**config.mk**
```make
export PLATFORM = sky130hd
export DESIGN_NAME = pad_hold_ctrl
export DESIGN_NICKNAME = d
export VERILOG_FILES = /design/src/rtl/pad_hold_pkg.sv /design/src/rtl/pad_hold_regs.sv /design/src/rtl/pad_hold_seq.sv /design/src/rtl/pad_hold_bank.sv /design/src/rtl/pad_hold_ctrl.sv
export SDC_FILE = /design/constraint.sdc
export NUM_CORES = 1
export LEC_CHECK = 0
export ABC_AREA = 1
export BUFFER_PORTS_ARGS = -buffer_cell sky130_fd_sc_hd__buf_2
export CAP_MARGIN = 20
export CORE_AREA = 3 3 48 93
export CTS_BUF_LIST = sky130_fd_sc_hd__clkbuf_16
export DETAILED_ROUTE_END_ITERATION = 8
export DIE_AREA = 0 0 51 96
export PLACE_DENSITY = 0.78
export SYNTH_ARGS = -nofsm -noshare
export SYNTH_HDL_FRONTEND = slang
export SYNTH_SLANG_ARGS = --single-unit
```
**constraint.sdc**
```tcl
create_clock -name clk -period 2.7 [get_ports clk]
set_input_delay 0.675 -clock clk [delete_from_list [all_inputs] [get_ports clk]]
set_output_delay 0.675 -clock clk [all_outputs]
set_load 0.01 [all_outputs]
```
**src/rtl/pad_hold_pkg.sv**
```systemverilog
package pad_hold_pkg;

  typedef enum logic [2:0] {
    PM_ACTIVE    = 3'd0,
    PM_IDLE      = 3'd1,
    PM_STANDBY   = 3'd2,
    PM_HIBERNATE = 3'd3,
    PM_BACKUP    = 3'd4,
    PM_OFF       = 3'd5,
    PM_BATTERY   = 3'd6
  } pwr_mode_e;

  typedef enum logic [1:0] {
    HS_LIVE = 2'd0,
    HS_HOLD = 2'd1,
    HS_PARK = 2'd2
  } hold_st_e;

  typedef struct packed {
    logic oe;
    logic out;
    logic pull;
  } pad_cfg_t;

  // modes in which the port logic loses power
  function automatic logic is_deep(input logic [2:0] m);
    return (m == PM_HIBERNATE) || (m == PM_BACKUP) || (m == PM_BATTERY);
  endfunction

  // modes in which the control bit may freeze the pads
  function automatic logic is_freezable(input logic [2:0] m);
    return (m == PM_HIBERNATE) || (m == PM_BACKUP);
  endfunction

endpackage

```
**src/rtl/pad_hold_regs.sv**
```systemverilog
module pad_hold_regs #(
  parameter int AW       = 8,
  parameter int DW       = 8,
  parameter int RET_BIT  = 2,
  parameter int CTRL_OFS = 0
) (
  input  logic          clk,
  input  logic          rst_n,
  input  logic          wr_en,
  input  logic [AW-1:0] addr,
  input  logic [DW-1:0] wdata,
  output logic [DW-1:0] rdata,
  output logic          ret_bit,
  output logic          clr_pulse
);

  localparam logic [AW-1:0] CTRL_ADDR = AW'(CTRL_OFS);

  logic hit;
  logic bit_en;
  logic bit_d;
  logic bit_q;

  assign hit    = (addr == CTRL_ADDR);
  assign bit_en = wr_en && hit;
  assign bit_d  = wdata[RET_BIT];

  always_ff @(posedge clk or negedge rst_n) begin
    if (!rst_n) begin
      bit_q <= 1'b0;
    end else if (bit_en) begin
      bit_q <= bit_d;
    end
  end

  always_comb begin
    rdata = '0;
    if (hit) begin
      rdata[RET_BIT] = bit_q;
    end
  end

  assign ret_bit   = bit_q;
  assign clr_pulse = bit_en && !bit_d;

  logic unused_wdata;
  assign unused_wdata = ^wdata;

endmodule

```
**src/rtl/pad_hold_seq.sv**
```systemverilog
module pad_hold_seq
  import pad_hold_pkg::*;
(
  input  logic       clk,
  input  logic       rst_n,
  input  logic [2:0] mode,
  input  logic       ret_bit,
  input  logic       clr_pulse,
  input  logic       wake,
  input  logic       sys_rst,
  output hold_st_e   state,
  output logic       cap_en
);

  logic [2:0] mode_q;
  hold_st_e   st_q;
  hold_st_e   st_d;
  logic       deep_entry;
  logic       batt_entry;
  logic       exit_ev;

  assign deep_entry = is_deep(mode) && !is_deep(mode_q);
  assign batt_entry = (mode == PM_BATTERY) && (mode_q != PM_BATTERY);
  assign exit_ev    = wake || sys_rst;

  always_comb begin
    st_d   = st_q;
    cap_en = 1'b0;
    unique case (st_q)
      HS_LIVE: begin
        if (deep_entry) begin
          if (ret_bit && is_freezable(mode)) begin
            st_d   = HS_HOLD;
            cap_en = 1'b1;
          end else begin
            st_d = HS_PARK;
          end
        end
      end
      HS_HOLD: begin
        if (batt_entry) begin
          st_d = HS_PARK;
        end else if (clr_pulse) begin
          st_d = HS_LIVE;
        end
      end
      HS_PARK: begin
        if (exit_ev) begin
          st_d = HS_LIVE;
        end
      end
      default: st_d = HS_LIVE;
    endcase
  end

  always_ff @(posedge clk or negedge rst_n) begin
    if (!rst_n) begin
      st_q   <= HS_LIVE;
      mode_q <= PM_ACTIVE;
    end else begin
      st_q   <= st_d;
      mode_q <= mode;
    end
  end

  assign state = st_q;

endmodule

```
**src/rtl/pad_hold_bank.sv**
```systemverilog
module pad_hold_bank
  import pad_hold_pkg::*;
#(
  parameter int PINS = 8
) (
  input  logic            clk,
  input  logic            rst_n,
  input  logic            cap_en,
  input  logic [PINS-1:0] in_oe,
  input  logic [PINS-1:0] in_out,
  input  logic [PINS-1:0] in_pull,
  output logic [PINS-1:0] hold_oe,
  output logic [PINS-1:0] hold_out,
  output logic [PINS-1:0] hold_pull
);

  for (genvar p = 0; p < PINS; p++) begin : g_pin
    pad_cfg_t cfg_d;
    pad_cfg_t cfg_q;

    assign cfg_d = '{oe: in_oe[p], out: in_out[p], pull: in_pull[p]};

    always_ff @(posedge clk or negedge rst_n) begin
      if (!rst_n) begin
        cfg_q <= '0;
      end else if (cap_en) begin
        cfg_q <= cfg_d;
      end
    end

    assign hold_oe[p]   = cfg_q.oe;
    assign hold_out[p]  = cfg_q.out;
    assign hold_pull[p] = cfg_q.pull;
  end

endmodule

```
**src/rtl/pad_hold_ctrl.sv**
```systemverilog
module pad_hold_ctrl
  import pad_hold_pkg::*;
#(
  parameter int PINS     = 8,
  parameter int AW       = 8,
  parameter int DW       = 8,
  parameter int RET_BIT  = 2,
  parameter int CTRL_OFS = 0,
  parameter int SYNC_LEN = 2
) (
  input  logic            clk,
  input  logic            rst_n,
  input  logic            sys_rst,
  input  logic            wake,
  input  logic [2:0]      pwr_mode,
  input  logic            reg_wr,
  input  logic [AW-1:0]   reg_addr,
  input  logic [DW-1:0]   reg_wdata,
  output logic [DW-1:0]   reg_rdata,
  input  logic [PINS-1:0] port_oe,
  input  logic [PINS-1:0] port_out,
  input  logic [PINS-1:0] port_pull,
  output logic [PINS-1:0] pad_oe,
  output logic [PINS-1:0] pad_out,
  output logic [PINS-1:0] pad_pull
);

  localparam int SL = (SYNC_LEN < 1) ? 1 : SYNC_LEN;

  // asynchronous assert, synchronous release
  logic [SL-1:0] rst_sync_q;
  logic          rst_q_n;

  always_ff @(posedge clk or negedge rst_n) begin
    if (!rst_n) begin
      rst_sync_q <= '0;
    end else begin
      rst_sync_q <= {rst_sync_q[SL-2:0], 1'b1};
    end
  end

  assign rst_q_n = rst_sync_q[SL-1];

  logic            ret_bit;
  logic            clr_pulse;
  hold_st_e        hold_st;
  logic            cap_en;
  logic [PINS-1:0] hold_oe;
  logic [PINS-1:0] hold_out;
  logic [PINS-1:0] hold_pull;

  pad_hold_regs #(
    .AW      (AW),
    .DW      (DW),
    .RET_BIT (RET_BIT),
    .CTRL_OFS(CTRL_OFS)
  ) u_regs (
    .clk      (clk),
    .rst_n    (rst_q_n),
    .wr_en    (reg_wr),
    .addr     (reg_addr),
    .wdata    (reg_wdata),
    .rdata    (reg_rdata),
    .ret_bit  (ret_bit),
    .clr_pulse(clr_pulse)
  );

  pad_hold_seq u_seq (
    .clk      (clk),
    .rst_n    (rst_q_n),
    .mode     (pwr_mode),
    .ret_bit  (ret_bit),
    .clr_pulse(clr_pulse),
    .wake     (wake),
    .sys_rst  (sys_rst),
    .state    (hold_st),
    .cap_en   (cap_en)
  );

  pad_hold_bank #(
    .PINS(PINS)
  ) u_bank (
    .clk      (clk),
    .rst_n    (rst_q_n),
    .cap_en   (cap_en),
    .in_oe    (port_oe),
    .in_out   (port_out),
    .in_pull  (port_pull),
    .hold_oe  (hold_oe),
    .hold_out (hold_out),
    .hold_pull(hold_pull)
  );

  // pad selection: reset config, live port, or frozen copy
  always_comb begin
    pad_oe   = '0;
    pad_out  = '0;
    pad_pull = '0;
    if (rst_q_n) begin
      unique case (hold_st)
        HS_LIVE: begin
          if (!sys_rst) begin
            pad_oe   = port_oe;
            pad_out  = port_out;
            pad_pull = port_pull;
          end
        end
        HS_HOLD: begin
          pad_oe   = hold_oe;
          pad_out  = hold_out;
          pad_pull = hold_pull;
        end
        default: ;
      endcase
    end
  end

endmodule

```
Word-level counts from Yosys, hierarchy flattened
Index checks and enable logic that the tools add are counted.
{"block": "op_classes", "add_sub_neg": 0, "n_mul": 0, "div_mod_pow": 0, "magnitude_cmp": 0, "n_eq_ne": 12, "shift": 0, "n_mux": 19, "n_bitwise": 0, "reduce_logical": 15}
{"op": "2-to-1 mux 8 bit", "n": 6}
{"op": "case mux 8 bit (2 select lines)", "n": 3}
{"op": "equality test 3 bit, second input constant", "n": 4}
{"op": "2-to-1 mux 2 bit", "n": 5}
{"op": "logical NOT 8 bit", "n": 1}
{"op": "equality test 3 x 2 -> 1 bit, second input constant", "n": 2}
{"op": "case mux 2 bit (3 select lines)", "n": 1}
{"op": "logical AND 1 bit", "n": 5}
{"op": "logical OR 1 bit", "n": 5}
{"op": "2-to-1 mux 1 bit", "n": 4}
{"op": "!= test 2 x 1 -> 1 bit, second input constant", "n": 2}
{"op": "!= test 3 x 2 -> 1 bit, second input constant", "n": 1}
{"op": "!= test 3 bit, second input constant", "n": 1}
{"op": "AND reduction 3 bit", "n": 1}
{"op": "equality test 2 x 1 -> 1 bit, second input constant", "n": 1}
{"op": "equality test 2 bit, second input constant", "n": 1}
{"op": "logical NOT 1 bit", "n": 2}
{"op": "logical NOT 2 bit", "n": 1}
{"block": "word_totals", "regBits": 32, "latchBits": 0, "mem_bits_rw": 0, "rom_bits": 0, "output_inout_bits": 32, "elab_cells": 74, "memories": 0}

Longest topological paths before layout
{"block": "logic_depth", "depth_word": 7, "ltp_mapped": 10}

Modules after synthesis
A second synthesis with hierarchy kept.
{"block": "hier_totals", "cells_unflattened": 302, "hier_area_um2": 2084.5}
{"mod": "pad_hold_bank", "n_inst": 1, "cells_per_inst": 102, "area_each_um2": 974.7, "seq_area_each_um2": 600.6}
{"mod": "pad_hold_ctrl", "n_inst": 1, "cells_per_inst": 137, "area_each_um2": 680.7, "seq_area_each_um2": 50.0}
{"mod": "pad_hold_seq", "n_inst": 1, "cells_per_inst": 41, "area_each_um2": 291.5, "seq_area_each_um2": 125.1}
{"mod": "pad_hold_regs", "n_inst": 1, "cells_per_inst": 22, "area_each_um2": 137.6, "seq_area_each_um2": 25.0}

Worst setup path before layout
No wires, ideal clock.
{"block": "synth_timing", "kind": "register to output", "from": "reg rst_sync_q[1]", "to": "out pad_pull[0]", "arrival_time_ps": 1654, "setup_slack_ps": 371, "path_stages_with_launch": 4, "path_cell_list": "dfrtp_1 -> inv_1 -> buf_1 -> a21oi_1"}
{"block": "synth_via", "elab_chain_len": 1}
{"item": "start: declaration", "line": "pad_hold_ctrl.sv:31", "source": "logic [SL-1:0] rst_sync_q;"}
{"item": "start signal: assignment", "line": "pad_hold_ctrl.sv:38", "source": "rst_sync_q <= {rst_sync_q[SL-2:0], 1'b1};"}
{"item": "2-to-1 mux 8 bit", "line": "pad_hold_ctrl.sv:99", "source": "if (rst_q_n) begin"}
{"item": "end: declaration", "line": "pad_hold_ctrl.sv:25", "source": "output logic [PINS-1:0] pad_pull"}
No other way between the ends.

Worst setup path in the final report
{"block": "layout_timing", "from": "in sys_rst", "to": "out pad_pull[5]"}
{"block": "layout_via", "elab_chain_len": 3}
{"item": "start: declaration", "line": "pad_hold_ctrl.sv:13", "source": "input logic sys_rst,"}
{"item": "2-to-1 mux 8 bit", "line": "pad_hold_ctrl.sv:102", "source": "if (!sys_rst) begin"}
{"item": "case mux 8 bit (2 select lines)", "line": "pad_hold_ctrl.sv:100", "source": "unique case (hold_st)"}
{"item": "2-to-1 mux 8 bit", "line": "pad_hold_ctrl.sv:99"}
No other way between the ends.

==> out/metrics.cfg <==
[final_layout]
nets=355
fill_cells=424
num_antenna_cells=0
fin_area_um2=2230
area_growth_pct=26.74
final_cells=359
drive_above_1_share=0.2760

[yosys]
synth.distinct_cells=25
synth_area_leader_cell=dfrtp_1
synthAdderAreaFrac=0
synth.area.top_cells=dfrtp_1 (46%), nand2_1 (23%), nand3_1 (7.7%)
ys_seq_elements=32
seq_area_frac_synth=0.4552
synth_compound_area_frac=0.08393
yosys-mux-area-fraction=0
yosys.area_share.simple=0.3706
yosysTopAreaCellShare=0.4552
yosys_warnings=0
synth_top_family_by_area=simple AND/OR/NAND/NOR gates
syn_area_per_cell_um2=7.269
synth-xor-area-share=0
synth_cells=242
syn-cell-area_um2=1759

[sta]
setup_viol=0
slew_violations=0
fin_crit_sh=0.8459
fin_crit_ps=2284
tightest_slew_ps=724.1
layout_setup_ws_ps=416.0
slew_headroom=0.5167
skew_ps=4.737
final.setup.tns_ps=0
rsz0062_at_grt=false
timing.final.hold_violations=0
clock.fmax_mhz=437.8
fin_hold_ws_ps=176.2

[setup_path]
critPathKind=input pin to output pin
start_kind=input pin
cp.arrival_ps=1610
crit_path_top_delay_cell=buf_4
ff2ff_setup_slack_ps=1090
required_ps=2030
max_stage_delay_ps=250
cp_num_buf_inv=3
critical-path-top-delay-family=buffers and inverters
cp_max_fo=15
reg2reg_depth=4
regToRegEndpoint=u_bank.hold_oe[3]
path_cells=buf_2 -> nor3_2 -> buf_4 -> nand2_1 -> a21oi_1 -> buf_2
crit_top_cell=buf_2
setup.worst_path.end_class=output pin
r2r_start=u_seq.state[1]

[cts]
path_clk_slew_ps=50
cts_resized=0
h-tree-depth=2
numCtsBuffers=5
clkSinkCount=32
cts_setup_buffers=0
cts_root_buf=clkbuf_16
cts.path.max_buffers=2
clkLatencyLatePin_ps=280
tritoncts=done
hold_buffers=0

[floorplan]
core_region_area_um2=3884
chipHeight_um=96
ioPinCount=80
die_area_um2=4896
rows=32
start_util=0.4530
fp.dieW_um=51

[power]
p_int_mw=1.276
ir_drop_v=0.0005959
pwr-share-comb=0.355
swShare=0.3765
p_clk_frac=0.257
power_leakage_nw=1.233
power_density_nw_per_um2=917.9
pwr-share-seq=0.388
p_sw_mw=0.7706

[routing]
routedWlPerCell_um=12.25
postRouteAntennaNets=0
drc=0
viasPerCell=4.925
dr.first_iter.drc_count=56
first_pass_iters=4
vias=1768
wl_um=4397

[grt]
track_usage=0.1944
grt.overflow.total=0
grt_max_degree=31
antenna_found_initial=0
grt_pass1_wl_um=7120
grt_pass1_vias=1602

[placement]
place_ws_ps=457.4
io_buffers=65
gp_congestion=0.8154
dpl-instance-area_um2=2091
dpl.cell_count=351
hpwlAfterDp_um=3161

[min_path]
hold_path.class=input pin to async pin

[flow_run]
maxCapViolCount=0

[outcome]
status=finished, final reports clean

## cell type report
| cell class | instances | area, µm² | area share |
|---|---|---|---|
| inverter | 7 | 26.28 | 0.01178 |
| clock buffer | 5 | 125.1 | 0.05612 |
| sequential | 32 | 800.8 | 0.3591 |
| multi-input combinational | 190 | 829.5 | 0.3721 |
| tap | 51 | 63.81 | 0.02862 |
| timing repair buffer | 71 | 370.4 | 0.1661 |
| clock inverter | 3 | 13.76 | 0.006173 |
## per-stage QoR
step / util / power [mW]
after floorplan: - / 1.291
after global placement: 0.5383 / 1.495
after detailed placement: 0.5383 / 1.529
after CTS: 0.5741 / 2.065
after global routing: 0.5741 / 2.204
final: 0.5741 / 2.047
## state kept, by name, summed over array words and instances (netlist names)
| signal | flops |
|---|---|
| rst_sync_q | 2 |
| u_bank.hold_oe | 8 |
| u_bank.hold_out | 8 |
| u_bank.hold_pull | 8 |
| u_regs.ret_bit | 1 |
| u_seq.mode_q | 3 |
| u_seq.state | 2 |
## how the worst max path moves through the flow
stage | startpoint | end | slack, ps | cells past startpoint
6_report | sys_rst | pad_pull[5] | 420 | 6
2_1_floorplan | rst_sync_q[1] | pad_pull[0] | 370 | 3
4_1_cts | u_seq.state[1] | pad_pull[5] | 440 | 5
3_3_place_gp | sys_rst | pad_out[2] | 460 | 6
3_5_place_dp | sys_rst | pad_pull[5] | 460 | 6
5_1_grt | u_seq.state[1] | pad_out[2] | 320 | 5
## power groups by stage
stage          Combinational (mW)  Sequential, mW  Clock [mW]
3_5_place_dp                0.729           0.800           0
6_report                    0.726           0.794       0.526
3_3_place_gp                0.706           0.789           0
2_1_floorplan               0.510           0.781           0
4_1_cts                     0.734           0.794       0.537
5_1_grt                     0.828           0.820       0.557
## cell usage in the layout (no fill, tap or decap), types with 2 or more instances in the layout
cell | Yosys | routed
nand2_1 | 106 | 106
buf_2 | 4 | 65
dfrtp_1 | 32 | 32
nand3_1 | 27 | 27
a21oi_1 | 21 | 21
nor2_1 | 13 | 13
conb_1 | 2 | 8
inv_1 | 6 | 6
buf_4 | 9 | 6
clkbuf_16 | 0 | 5
a22oi_1 | 3 | 3
nor2_2 | 2 | 2
clkinv_2 | 0 | 2
## cells in the mapped netlist
| master | n |
|---|---|
| inv_2 | 1 |
| nand3b_1 | 1 |
| nand2_2 | 1 |
| nand2_4 | 1 |
| clkbuf_1 | 3 |
| buf_2 | 4 |
| nand3_1 | 27 |
| a21boi_0 | 1 |
| nor2_4 | 1 |
| nor3_1 | 1 |
| a21boi_1 | 1 |
| dfrtp_1 | 32 |
| a22oi_1 | 3 |
| nor3_2 | 1 |
| nand2_1 | 106 |
| nor2_2 | 2 |
| buf_1 | 1 |
| buf_6 | 2 |
| nor2_1 | 13 |
| buf_4 | 9 |
| conb_1 | 2 |
| nand4_1 | 1 |
| inv_1 | 6 |
| o21ai_1 | 1 |
| a21oi_1 | 21 |
## cells by family after synthesis
logic type,Yosys count
buffers and inverters,26
other,2
AND/OR/NAND/NOR,155
flip-flops,32
AO/OA/AOI/OAI,27
## metal layers
layer | up-vias | GRT usage | wire [µm] | share of wire
met5 | - | 0 | 0 | 0
met1 | 818 | 0.2100 | 1657 | 0.38
met2 | 57 | 0.3481 | 2408 | 0.55
met3 | 7 | 0.04341 | 241 | 0.055
li1 | 886 | - | - | -
met4 | 0 | 0.09438 | 89 | 0.020
Note: power is estimated with default switching activity, not from simulation.
